===== src/rtl/slot_sel_pkg.sv =====
package slot_sel_pkg;

   typedef enum logic [2:0] {
      KIND_NONE     = 3'd0,
      KIND_UNIQUE   = 3'd1,
      KIND_BCAST    = 3'd2,
      KIND_MCAST    = 3'd3,
      KIND_INTERROG = 3'd4
   } sel_kind_e;

   localparam int unsigned CODE_BCAST      = 32'h38;
   localparam int unsigned CODE_INTERROG   = 32'h3A;
   localparam int unsigned CODE_MCAST_BASE = 32'h3C;
   localparam int unsigned CODE_MIN_W      = 6;

endpackage


===== src/rtl/slot_addr_decode.sv =====
module slot_addr_decode
   import slot_sel_pkg::*;
#(
   parameter int unsigned ADDR_W    = 8,
   parameter int unsigned GROUP_W   = 2,
   parameter int unsigned MASK_LSBS = 2
) (
   input  logic [ADDR_W-1:0]  ir_val,
   input  logic [ADDR_W-1:0]  slot_val,
   input  logic               mask_en,
   input  logic [GROUP_W-1:0] grp_val,
   output sel_kind_e          kind
);

   localparam int unsigned NGRP = 1 << GROUP_W;

   logic [NGRP-1:0] mc_hit;
   logic            hit_bcast;
   logic            hit_intg;
   logic            hit_mc_any;
   logic            hit_mc_mine;
   logic            slot_eq;
   logic            uniq_ok;

   assign hit_bcast = (ir_val == ADDR_W'(CODE_BCAST));
   assign hit_intg  = (ir_val == ADDR_W'(CODE_INTERROG));

   for (genvar g = 0; g < NGRP; g++) begin : g_mc
      assign mc_hit[g] = (ir_val == ADDR_W'(CODE_MCAST_BASE + g));
   end

   assign hit_mc_any  = |mc_hit;
   assign hit_mc_mine = mc_hit[grp_val];

   if (MASK_LSBS == 0) begin : g_nomask
      logic unused_mask;
      assign unused_mask = mask_en;
      assign slot_eq = (ir_val == slot_val);
   end else begin : g_mask
      localparam logic [ADDR_W-1:0] LOW_BITS = ADDR_W'((1 << MASK_LSBS) - 1);
      logic [ADDR_W-1:0] keep;
      assign keep    = mask_en ? ~LOW_BITS : {ADDR_W{1'b1}};
      assign slot_eq = (((ir_val ^ slot_val) & keep) == '0);
   end

   assign uniq_ok = !(hit_bcast || hit_intg || hit_mc_any)
                    && (slot_val != '0) && (ir_val != '0) && slot_eq;

   always_comb begin
      if (hit_intg)         kind = KIND_INTERROG;
      else if (hit_bcast)   kind = KIND_BCAST;
      else if (hit_mc_any)  kind = hit_mc_mine ? KIND_MCAST : KIND_NONE;
      else if (uniq_ok)     kind = KIND_UNIQUE;
      else                  kind = KIND_NONE;
   end

endmodule


===== src/rtl/mcast_group_reg.sv =====
module mcast_group_reg #(
   parameter int unsigned GROUP_W = 2
) (
   input  logic               clk,
   input  logic               rst_n,
   input  logic               wr,
   input  logic               sel,
   input  logic [GROUP_W-1:0] din,
   output logic [GROUP_W-1:0] grp
);

   always_ff @(posedge clk or negedge rst_n) begin
      if (!rst_n)         grp <= '0;
      else if (wr && sel) grp <= din;
   end

   // a write while not selected leaves the group untouched
   p_grp_ignore_r9: assert property (@(posedge clk) disable iff (!rst_n)
      !(wr && sel) |=> $stable(grp));

endmodule


===== src/rtl/select_state.sv =====
module select_state
   import slot_sel_pkg::*;
(
   input  logic      clk,
   input  logic      rst_n,
   input  logic      tlr,
   input  logic      addr_upd,
   input  sel_kind_e kind,
   output logic      sel,
   output logic      oe
);

   always_ff @(posedge clk or negedge rst_n) begin
      if (!rst_n) begin
         sel <= 1'b0;
         oe  <= 1'b0;
      end else if (tlr) begin
         sel <= 1'b0;
         oe  <= 1'b0;
      end else if (addr_upd) begin
         unique case (kind)
            KIND_UNIQUE, KIND_INTERROG: begin
               sel <= 1'b1;
               oe  <= 1'b1;
            end
            KIND_BCAST, KIND_MCAST: begin
               sel <= 1'b1;
               oe  <= 1'b0;
            end
            default: begin
               sel <= 1'b0;
               oe  <= 1'b0;
            end
         endcase
      end
   end

   // the driver may only be enabled on a selected device
   p_oe_needs_sel_r13: assert property (@(posedge clk) disable iff (!rst_n)
      oe |-> sel);

   // flags hold between address loads
   p_hold_r12: assert property (@(posedge clk) disable iff (!rst_n)
      (!addr_upd && !tlr) |=> ($stable(sel) && $stable(oe)));

   // Test-Logic-Reset drops the selection
   p_tlr_clear_r10: assert property (@(posedge clk) disable iff (!rst_n)
      tlr |=> (!sel && !oe));

endmodule


===== src/rtl/jtag_slot_selector.sv =====
module jtag_slot_selector
   import slot_sel_pkg::*;
#(
   parameter int unsigned ADDR_W    = 8,
   parameter int unsigned GROUP_W   = 2,
   parameter int unsigned MASK_LSBS = 2
) (
   input  logic               tck,
   input  logic               trst_n,
   input  logic               tap_tlr,
   input  logic               upd_ir_addr,
   input  logic [ADDR_W-1:0]  ir_addr,
   input  logic [ADDR_W-1:0]  slot_id,
   input  logic               addr_mask,
   input  logic               grp_upd,
   input  logic [GROUP_W-1:0] grp_din,
   output logic               selected,
   output logic               bp_tdo_oe
);

   if (ADDR_W < CODE_MIN_W) begin : g_chk_w
      $error("ADDR_W too narrow for the reserved codes");
   end
   if (GROUP_W < 1 || GROUP_W > 2) begin : g_chk_g
      $error("GROUP_W must be 1 or 2 to keep group codes clear of other codes");
   end
   if (MASK_LSBS >= ADDR_W) begin : g_chk_m
      $error("MASK_LSBS must leave at least one compared bit");
   end

   sel_kind_e          kind;
   logic [GROUP_W-1:0] grp_q;

   slot_addr_decode #(
      .ADDR_W    (ADDR_W),
      .GROUP_W   (GROUP_W),
      .MASK_LSBS (MASK_LSBS)
   ) u_decode (
      .ir_val   (ir_addr),
      .slot_val (slot_id),
      .mask_en  (addr_mask),
      .grp_val  (grp_q),
      .kind     (kind)
   );

   mcast_group_reg #(
      .GROUP_W (GROUP_W)
   ) u_group (
      .clk   (tck),
      .rst_n (trst_n),
      .wr    (grp_upd),
      .sel   (selected),
      .din   (grp_din),
      .grp   (grp_q)
   );

   select_state u_state (
      .clk      (tck),
      .rst_n    (trst_n),
      .tlr      (tap_tlr),
      .addr_upd (upd_ir_addr),
      .kind     (kind),
      .sel      (selected),
      .oe       (bp_tdo_oe)
   );

   // broadcast selects without driving the shared output
   p_bcast_r6: assert property (@(posedge tck) disable iff (!trst_n)
      (upd_ir_addr && !tap_tlr && ir_addr == ADDR_W'(CODE_BCAST))
      |=> (selected && !bp_tdo_oe));

   // interrogation selects and drives
   p_intg_r7: assert property (@(posedge tck) disable iff (!trst_n)
      (upd_ir_addr && !tap_tlr && ir_addr == ADDR_W'(CODE_INTERROG))
      |=> (selected && bp_tdo_oe));

   // an all-zero slot never matches a zero address
   p_zero_slot_r4: assert property (@(posedge tck) disable iff (!trst_n)
      (upd_ir_addr && !tap_tlr && slot_id == '0 && ir_addr == '0)
      |=> !selected);

endmodule


===== config.mk =====
export PLATFORM = sky130hd
export DESIGN_NAME = jtag_slot_selector
export DESIGN_NICKNAME = d
export VERILOG_FILES = /design/src/rtl/slot_sel_pkg.sv /design/src/rtl/slot_addr_decode.sv /design/src/rtl/mcast_group_reg.sv /design/src/rtl/select_state.sv /design/src/rtl/jtag_slot_selector.sv
export SDC_FILE = /design/constraint.sdc
export NUM_CORES = 1
export LEC_CHECK = 0
export CORE_AREA = 10 10 47 49
export DETAILED_ROUTE_END_ITERATION = 10
export DIE_AREA = 0 0 57 59
export DONT_BUFFER_PORTS = 1
export HOLD_SLACK_MARGIN = 0.06
export PLACE_DENSITY = 0.51
export SYNTH_ARGS = -nofsm -noshare
export SYNTH_HDL_FRONTEND = slang
export SYNTH_SLANG_ARGS = --single-unit

===== constraint.sdc =====
create_clock -name tck -period 1.1 [get_ports tck]
set_input_delay 0.22 -clock tck [delete_from_list [all_inputs] [get_ports tck]]
set_output_delay 0.22 -clock tck [all_outputs]
set_load 0.03 [all_outputs]

* After elaboration in Yosys (flattened, before gate mapping) *
Cells that the tools add are included.

word-level totals
  register bits = 4
  latch bits = 0
  bits in writable memories = 0
  ROM bits = 0
  input bits = 24
  output and inout port bits = 2
  word-level logic and storage cells = 44
  memories kept = 0

cells by class
  add/sub/neg operators = 0
  multiply operators = 0
  div/mod/pow operators = 0
  order comparisons = 1
  eq/ne operators = 10
  shift-type cells = 0
  mux-type cells = 14
  bitwise operators = 2
  reduce and logical (&&, ||, !) cells = 14

operator list
  kind                                                                    number
  8-bit by 6-bit equality test with 1-bit output (second input constant)  6
  8-bit nonzero test                                                      2
  3-bit two-way mux                                                       3
  8-bit AND                                                               1
  8-bit zero test                                                         1
  1-bit two-way mux                                                       8
  4-bit OR reduction                                                      2
  8-bit XOR                                                               1
  3-bit by 2-bit equality test with 1-bit output (second input constant)  2
  1-bit logical AND                                                       4
  2-bit two-way mux                                                       2
  3-bit by 1-bit equality test with 1-bit output (second input constant)  1
  3-bit equality test (second input constant)                             1
  2-bit by 3-bit < comparator with 1-bit output (second input constant)   1
  1-bit binary-select mux with 2-bit select                               1
  1-bit logical OR                                                        2
  2-bit nonzero test                                                      1
  2-bit OR reduction                                                      1
  1-bit zero test                                                         1

* Longest topological paths before layout *
Gate-level depths: netlist of run 1.

  depth in word-level cells = 16
  mapped depth = 5
  mapped depth without buffers = 5

* Cells and area by module *
A second synthesis of run 1 with hierarchy kept.

unflattened totals
  cell total of the unflattened synthesis = 46
  area total of the unflattened synthesis = 397.9 µm²

modules (own cells, without submodules)
  module            times used  cells an instance  area each (µm²)  sequential area each (µm²)
  slot_addr_decode  1           29                 215.2            0.0
  select_state      1           12                 106.4            50.0
  mcast_group_reg   1           5                  76.3             50.0

* Worst setup path after synthesis of run 1 *
Ideal clock, no wire load.

  path type = input to register
  from = input port ir_addr[2]
  to = register u_state.oe
  library setup time = 138 ps
  data arrival time = 1256 ps
  required time = 962 ps
  setup slack = -294 ps
  stages = 5
  path buffers = 0
  path through = or4_1 > nor4_2 > nor3_1 > o2111ai_1 > a311oi_1

between the ends
  longest elaborated chain between the ends = 16
  elaborated cells between the ends (all ways) = 30
  those cells by class = 8 x eq/ne; 10 x mux; 2 x bitwise; 10 x reduce/logical

RTL lines
  what                                                                                          RTL line                                                                RTL
  start, declared                                                                               jtag_slot_selector.sv:12                                                input logic [ADDR_W-1:0] ir_addr,
  8-bit by 6-bit equality test with 1-bit output, on equally long branches                      slot_addr_decode.sv:29, slot_addr_decode.sv:25, slot_addr_decode.sv:26
  4-bit OR reduction / 1-bit logical OR (equally long branches)                                 slot_addr_decode.sv:32, slot_addr_decode.sv:46
  1-bit logical OR                                                                              slot_addr_decode.sv:46                                                  assign uniq_ok = !(hit_bcast || hit_intg || hit_mc_any)
  1-bit zero test                                                                               slot_addr_decode.sv:46
  1-bit logical AND (3 in a row)                                                                slot_addr_decode.sv:47                                                  && (slot_val != '0) && (ir_val != '0) && slot_eq;
  1-bit two-way mux                                                                             slot_addr_decode.sv:53                                                  else if (uniq_ok) kind = KIND_UNIQUE;
  3-bit two-way mux                                                                             slot_addr_decode.sv:52                                                  else if (hit_mc_any) kind = hit_mc_mine ? KIND_MCAST : KIND_NONE;
  3-bit two-way mux                                                                             slot_addr_decode.sv:51                                                  else if (hit_bcast) kind = KIND_BCAST;
  3-bit two-way mux *                                                                           slot_addr_decode.sv:50                                                  if (hit_intg) kind = KIND_INTERROG;
  3-bit by 1-bit equality test with 1-bit output / 3-bit equality test (equally long branches)  select_state.sv:21                                                      unique case (kind)
  2-bit OR reduction *                                                                          select_state.sv:21
  1-bit two-way mux *                                                                           select_state.sv:21
  1-bit two-way mux *                                                                           select_state.sv:20                                                      end else if (addr_upd) begin
  1-bit two-way mux *                                                                           select_state.sv:17                                                      end else if (tlr) begin
  end signal, assigned                                                                          select_state.sv:16                                                      oe <= 1'b0;
  end signal, assigned                                                                          select_state.sv:19                                                      oe <= 1'b0;
  end signal, assigned                                                                          select_state.sv:24                                                      oe <= 1'b1;
  end, declared                                                                                 select_state.sv:10                                                      output logic oe

Mark *: on every way between the ends. The rest lies on a longest branch, timed or not. The select of a mux whose other input is x is not followed.
A chain may end at the register's enable or synchronous reset.

* Worst setup path in the final report of run 1 *
Same ends and word-level chain as after synthesis.

==> metrics, run 1 <==
global route overflow 0; crit end category register; DRT Wirelength 1.09 mm; Critical R2R Launch u_group.grp[0]$_DFFE_PN0P_; Avg Cell Area, Syn 8.85 um2; Post-synth EDFFs 0; die extent in y 59 um; Post-layout nets 75; Leak 0.168 nW; Crit-path slowest cell or4_4; vias 353; port bufs 0; cell row count 14; register area share after synthesis ~28%; TritonCTS clock tree done; dominant cells by area after synthesis dfrtp_1 28%, xor2_1 15%, nor4_2 7.1%; final slew viol count 0; nature of the critical path startpoint input port; # Post-CTS Setup Buffers 0; CTS clk-pin slew, worst paths about 0.04 ns; number of clock sinks 4; crit-path leading delay family simple AND/OR/NAND/NOR gates; Inserted Clock Buffers 3; n_diodes 0; Worst-Skew Late Latency 0.23 ns; Min Hold Slack 0.109 ns; Synth top area share 28.3%; Root Driver clkbuf_4; #FFs+latches synth 4; vias in the first global route 359; drt first pass iters 2; worst setup margin -0.172 ns; most frequent cell after synthesis xor2_1; first-pass GRT wire length 1.62 mm; area delta synth->final 29.7%; fmax 786 MHz; worst reg-to-reg setup slack -0.10 ns; HP Class input port to register; CORE AREA about 1400 um2; CTS Buffer Depth 2; post-route ant nets 0; Tmin final 1.27 ns; Worst Hold Path Cells 1; hold_sp upd_ir_addr; Critical Path Max Stage Delay 0.51 ns; final instance count without filler cells 65; Fillers 160; pin count of the biggest net entering global routing 8; Critical Path RT approximately 1.2 ns; RSZ-0062 raised after global routing yes; outcome finished with violations; placed cell count 60; worst-margin pin slew 0.334 ns; WHS Endpoint u_state.oe$_DFFE_PN0P_; R2R depth 4; GRT Total Usage 6.21%; HPWL after DPL 972 um; Post-Synthesis Cell Area 354 um2; endpoints failing hold 0; Bufs and invs on worst path 0; RR Endpoint u_state.sel$_DFFE_PN0P_; Worst Setup Path Type input port to register; largest fanout on the critical path 5; post-synthesis async set-or-reset flop share 100%; Die ar. 3360 um2; CP Data Arrival Time 1.36 ns; maxcap violations 0; drt wl/cell 16.7 um; syn nets 64; PD cells around 1000 nW/um2; Critical Path, Cell by Cell or4_4, nor4_2, nor3_1, o2111ai_1, a311oi_1; final worst-path cycle share 116%; Final Util 32.8%; antenna violations before repair 0; DRC 0; setup-violating endpoint count in the final report 2; VDD IR-drop max 466 uV; CTS HTree Levels 1; Synth Warn # 0; initial DRC count 2; die span in x between 50 and 60 um; ys flop type dfrtp_1; Via density 5.43; cell taking the most area after synthesis dfrtp_1; layout cell share with drive strength beyond 1 30.6%; Final TNS setup -0.334 ns; Max transition margin 77.7%; synth unique cells 19; failing checks negative setup slack; Syn Inst Count 40; Fin Clk Skew 0.000216 ns; GPL Wtd Cong 0.773; Ports 26; Initial Util roughly a quarter; synth cell count leaders 6 x xor2_1, 4 x dfrtp_1, 4 x nor2_1
state kept, by name (all words and copies together), names as in the netlist:
signal       flops
u_state.oe       1
u_state.sel      1
u_group.grp      2
layer usage:
metal  vias up  GRT usage, %  part of all wire, %
met1       159          5.78                   34
met4         0          5.03                    0
met2        20          8.37                   44
met3         0          5.58                   22
met5         -             0                    0
li1        174             -                    -
timing repair:
item | CTS | global route
cloned | 0 | 0
hold buffers | 2 | 0
endpoints found under the hold margin | 6 | 0
endpoints found under the setup margin | 2 | 2
gates resized for setup | 1 | 3
pin swaps | 1 | 2
report_power, final:
group / switching [W] / leakage [nW] / total [W] / internal, W
clock network: 0.0000545 / 0.0138 / 0.000176 / 0.000122
registers: 0.0000107 / 0.0506 / 0.000180 / 0.000169
logic: 0.0000502 / 0.104 / 0.000123 / 0.0000731
total: 0.000115 / 0.168 / 0.000480 / 0.000364
per-stage QoR:
step	power (W)	cell area (um2)	worst slack (ns)
2_1_floorplan	0.000259	358	-0.284
3_3_place_gp	0.000289	408	-0.411
3_5_place_dp	0.000290	408	-0.427
4_1_cts	0.000485	454	-0.182
5_1_grt	0.000524	459	-0.219
6_report	0.000480	459	-0.172
worst max-delay path by stage:
stage,start,endpoint,cells past startpoint
floorplan,slot_id[4],u_state.oe$_DFFE_PN0P_,5
global placement,slot_id[4],u_state.sel$_DFFE_PN0P_,5
detailed placement,slot_id[4],u_state.oe$_DFFE_PN0P_,5
CTS,ir_addr[2],u_state.oe$_DFFE_PN0P_,5
global route,ir_addr[2],u_state.oe$_DFFE_PN0P_,5
finish,ir_addr[2],u_state.oe$_DFFE_PN0P_,5
cell type report:
| cell class | instances | area, um2 | area share, % |
|---|---|---|---|
| Sequential cell | 4 | 100 | 21.8 |
| Timing Repair Buffer | 6 | 50.0 | 10.9 |
| Tap cell | 16 | 20.0 | 4.36 |
| Clock buffer | 3 | 22.5 | 4.90 |
| Multi-Input combinational cell | 36 | 267 | 58.0 |
cell families after synthesis:
kind of cell | count (synthesis) | synth area share [%]
DFF | 4 | 28.3
and+or+nand+nor | 19 | 32.5
xor gates and xnor gates | 7 | 17.3
AOI/OAI and AO/OA | 8 | 15.5
muxes | 2 | 6.36
layout by cell type, fill, tap and decap left out, drive strengths merged, types with 2 or more instances in the layout:
cell type / count
xor2: 6
mux2: 2
nor3: 3
nor2: 4
nor4: 2
or4: 2
a311oi: 2
nand3: 3
dlygate4sd3: 2
buf: 4
a21oi: 3
clkbuf: 3
dfrtp: 4
No activity file was read; power rests on OpenSTA's default activity.
==> run 2, diff against run 1 <==
PLACE_DENSITY = 0.5   (was 0.51)
clock period = 1.5 ns   (was 1.1 ns; I/O delays follow)
==> run 2 against run 1 <==
The flow now finishes without violations. Routed wire length is 0.64% lower. Sequential share of layout area is 2.8 points higher. Worst setup slack improved by 0.33 ns. Non-clock buffer count fell by 5. Count of clock-buffer cells in the layout did not move. Die area stayed put. Critical path type unchanged. Largest cell class unchanged. Highest routed layer is now met4.
==> metrics, run 2 (synthesis gave the netlist of run 1 again) <==
endpoints failing hold 0 (unchanged); HPWL after DPL 977 um (+0.50%); worst reg-to-reg setup slack 0.25 ns (+0.35 ns); Min Hold Slack 0.127 ns (+0.0174 ns); maxcap violations 0 (unchanged); Root Driver clkbuf_4; most frequent cells in the layout 6 x xor2_1, 4 x nor2_1, 4 x dfrtp_1; GPL Wtd Cong 0.700 (-9.5%); drt wl/cell 18.0 um (+7.6%); drt first pass iters 4 (+2); largest fanout on the critical path 2 (-3); Fin Clk Skew 0.00553 ns (+0.00532 ns); Post-layout nets 70 (-6.7%); die extent in y 59 um (unchanged); vias 347 (-1.7%); VDD IR-drop max 467 uV (+0.29%); HP Class input port to register; outcome complete, no violations; Ports 26 (unchanged); CTS clk-pin slew, worst paths 0.04 ns (about the same); number of flip-flops in the largest register 2 (unchanged); nature of the critical path startpoint input port; DRC 0 (unchanged); internal power 0.000251 W (-31%); first-pass GRT wire length 1.74 mm (+7.2%); part of the power in combinational logic 17.8% (-7.9 points); fmax 743 MHz; final worst-path cycle share 89.7%; layout cell share with drive strength beyond 1 18.2% (-12 points); post-route ant nets 0 (unchanged); Inserted Clock Buffers 3 (unchanged); final slew viol count 0 (unchanged); CTS HTree Levels 1 (unchanged); Critical Path RT 1.60 ns (+0.41 ns); Leak 0.140 nW (-17%); number of clock sinks 4 (unchanged); switching portion of total power 24.8% (+0.76 points); crit end category register; post-route cell area 407 um2 (-11%); Max transition margin 75.3% (-2.4 points); PD cells 822 nW/um2 (-21%); Worst Setup Path Type input port to register; port bufs 0 (unchanged); GRT Total Usage 6.68% (+0.47 points); CORE AREA 1400 um2 (unchanged); Largest Register u_group.grp; clock network power share 39.9% (+3.2 points); TritonCTS clock tree done; CP Data Arrival Time 1.44 ns (+0.08 ns); Fillers 163 (+1.9%); worst-margin pin slew 0.361 ns (+0.0271 ns); Via density 5.78 (+6.5%); global route overflow 0 (unchanged); cell row count 14 (unchanged); DRT Wirelength 1.08 mm (-0.64%); CTS Buffer Depth 2 (unchanged); commonest non-fill, non-tap cell in the layout xor2_1; die span in x 57 um (unchanged); setup-violating endpoint count in the final report 0 (-2); Die ar. 3360 um2 (unchanged); Initial Util 25.3% (unchanged); RSZ-0062 raised after global routing no; Tmin final 1.35 ns; pin count of the biggest net entering global routing 8 (unchanged); Largest regs u_group.grp x2, u_state.oe x1, u_state.sel x1; vias in the first global route 395 (+10%); placed standard-cell area 374 um2 (-8.3%); sequential power share 42.2% (+4.6 points); P_sw 0.0000830 W (-28%); antenna violations before repair 0 (unchanged); n_diodes 0 (unchanged); Worst-Skew Late Latency 0.23 ns (about the same); area delta synth->final 14.8%; initial DRC count 3 (+1)
-- run 2: cell types whose count changed in the layout (fill, tap and decap cells not counted) --
cell           previous run  this run
a21oi_1                   2         3
o21ai_1                   1         0
a21oi_2                   1         0
or4_4                     2         0
a2111oi_1                 1         0
buf_4                     4         0
or4_1                     0         2
a2111oi_0                 0         1
o21ai_0                   0         1
dlygate4sd3_1             2         1
-- run 2: final timing paths --
check                      cells after the start                         end                        from
min in group asynchronous                      1      u_state.oe$_DFFE_PN0P_                      trst_n
hold / removal                                 1     u_state.sel$_DFFE_PN0P_                     tap_tlr
hold reg to reg                                1  u_group.grp[1]$_DFFE_PN0P_  u_group.grp[1]$_DFFE_PN0P_
setup reg to reg                               4     u_state.sel$_DFFE_PN0P_  u_group.grp[0]$_DFFE_PN0P_
setup / recovery                               5      u_state.oe$_DFFE_PN0P_                  slot_id[4]
max in group asynchronous                      1  u_group.grp[0]$_DFFE_PN0P_                      trst_n
-- run 2: through the flow --
step | cells | setup TNS (ns) | total power, W | util [%] | worst slack (ns)
2_1_floorplan | 40 | 0 | 0.000189 | - | 0.0259
4_1_cts | 60 | 0 | 0.000340 | 29.0 | 0.136
3_3_place_gp | 56 | -0.176 | 0.000198 | 26.7 | -0.102
5_1_grt | 60 | 0 | 0.000357 | 29.0 | 0.0116
6_report | 60 | 0 | 0.000334 | 29.0 | 0.154
3_5_place_dp | 56 | -0.193 | 0.000198 | 26.7 | -0.0964
-- run 2: critical path, stage by stage --
cell and delay, ns:
or4_1 0.53, nor4_2 0.14, nor3_1 0.08, o2111ai_1 0.25
a311oi_1 0.14
-- run 2: power groups by stage --
stage | combinational (W) | sequential [W] | clock [W]
floorplan | 0.0000504 | 0.000139 | 0
global placement | 0.0000558 | 0.000142 | 0
detailed placement | 0.0000558 | 0.000143 | 0
CTS | 0.0000599 | 0.000141 | 0.000139
global route | 0.0000685 | 0.000144 | 0.000145
finish | 0.0000595 | 0.000141 | 0.000134
-- run 2: area by class of cell --
class	instances	area (um2)	area share, %
Timing Repair Buffer	1	10.0	2.46
Tap cell	16	20.0	4.92
Multi-Input combinational cell	36	254	62.5
Sequential cell	4	100	24.6
Clock buffer	3	22.5	5.54
-- run 2: what timing repair did --
| action | CTS | global route |
|---|---|---|
| setup buffers | 0 | 0 |
| hold buffers | 1 | 0 |
| setup endpoints to repair | 0 | 0 |
| gates resized for setup | 0 | 0 |
| hold endpoints to repair | 4 | 0 |
-- run 2: routing by layer --
| layer | routed length, um | part of all wire (%) | global-route usage (%) |
|---|---|---|---|
| met4 | 8 | 0.74 | 3.36 |
| met5 | 0 | 0 | 0 |
| met3 | 271 | 25 | 7.08 |
| met1 | 377 | 35 | 6.11 |
| met2 | 422 | 39 | 9.30 |
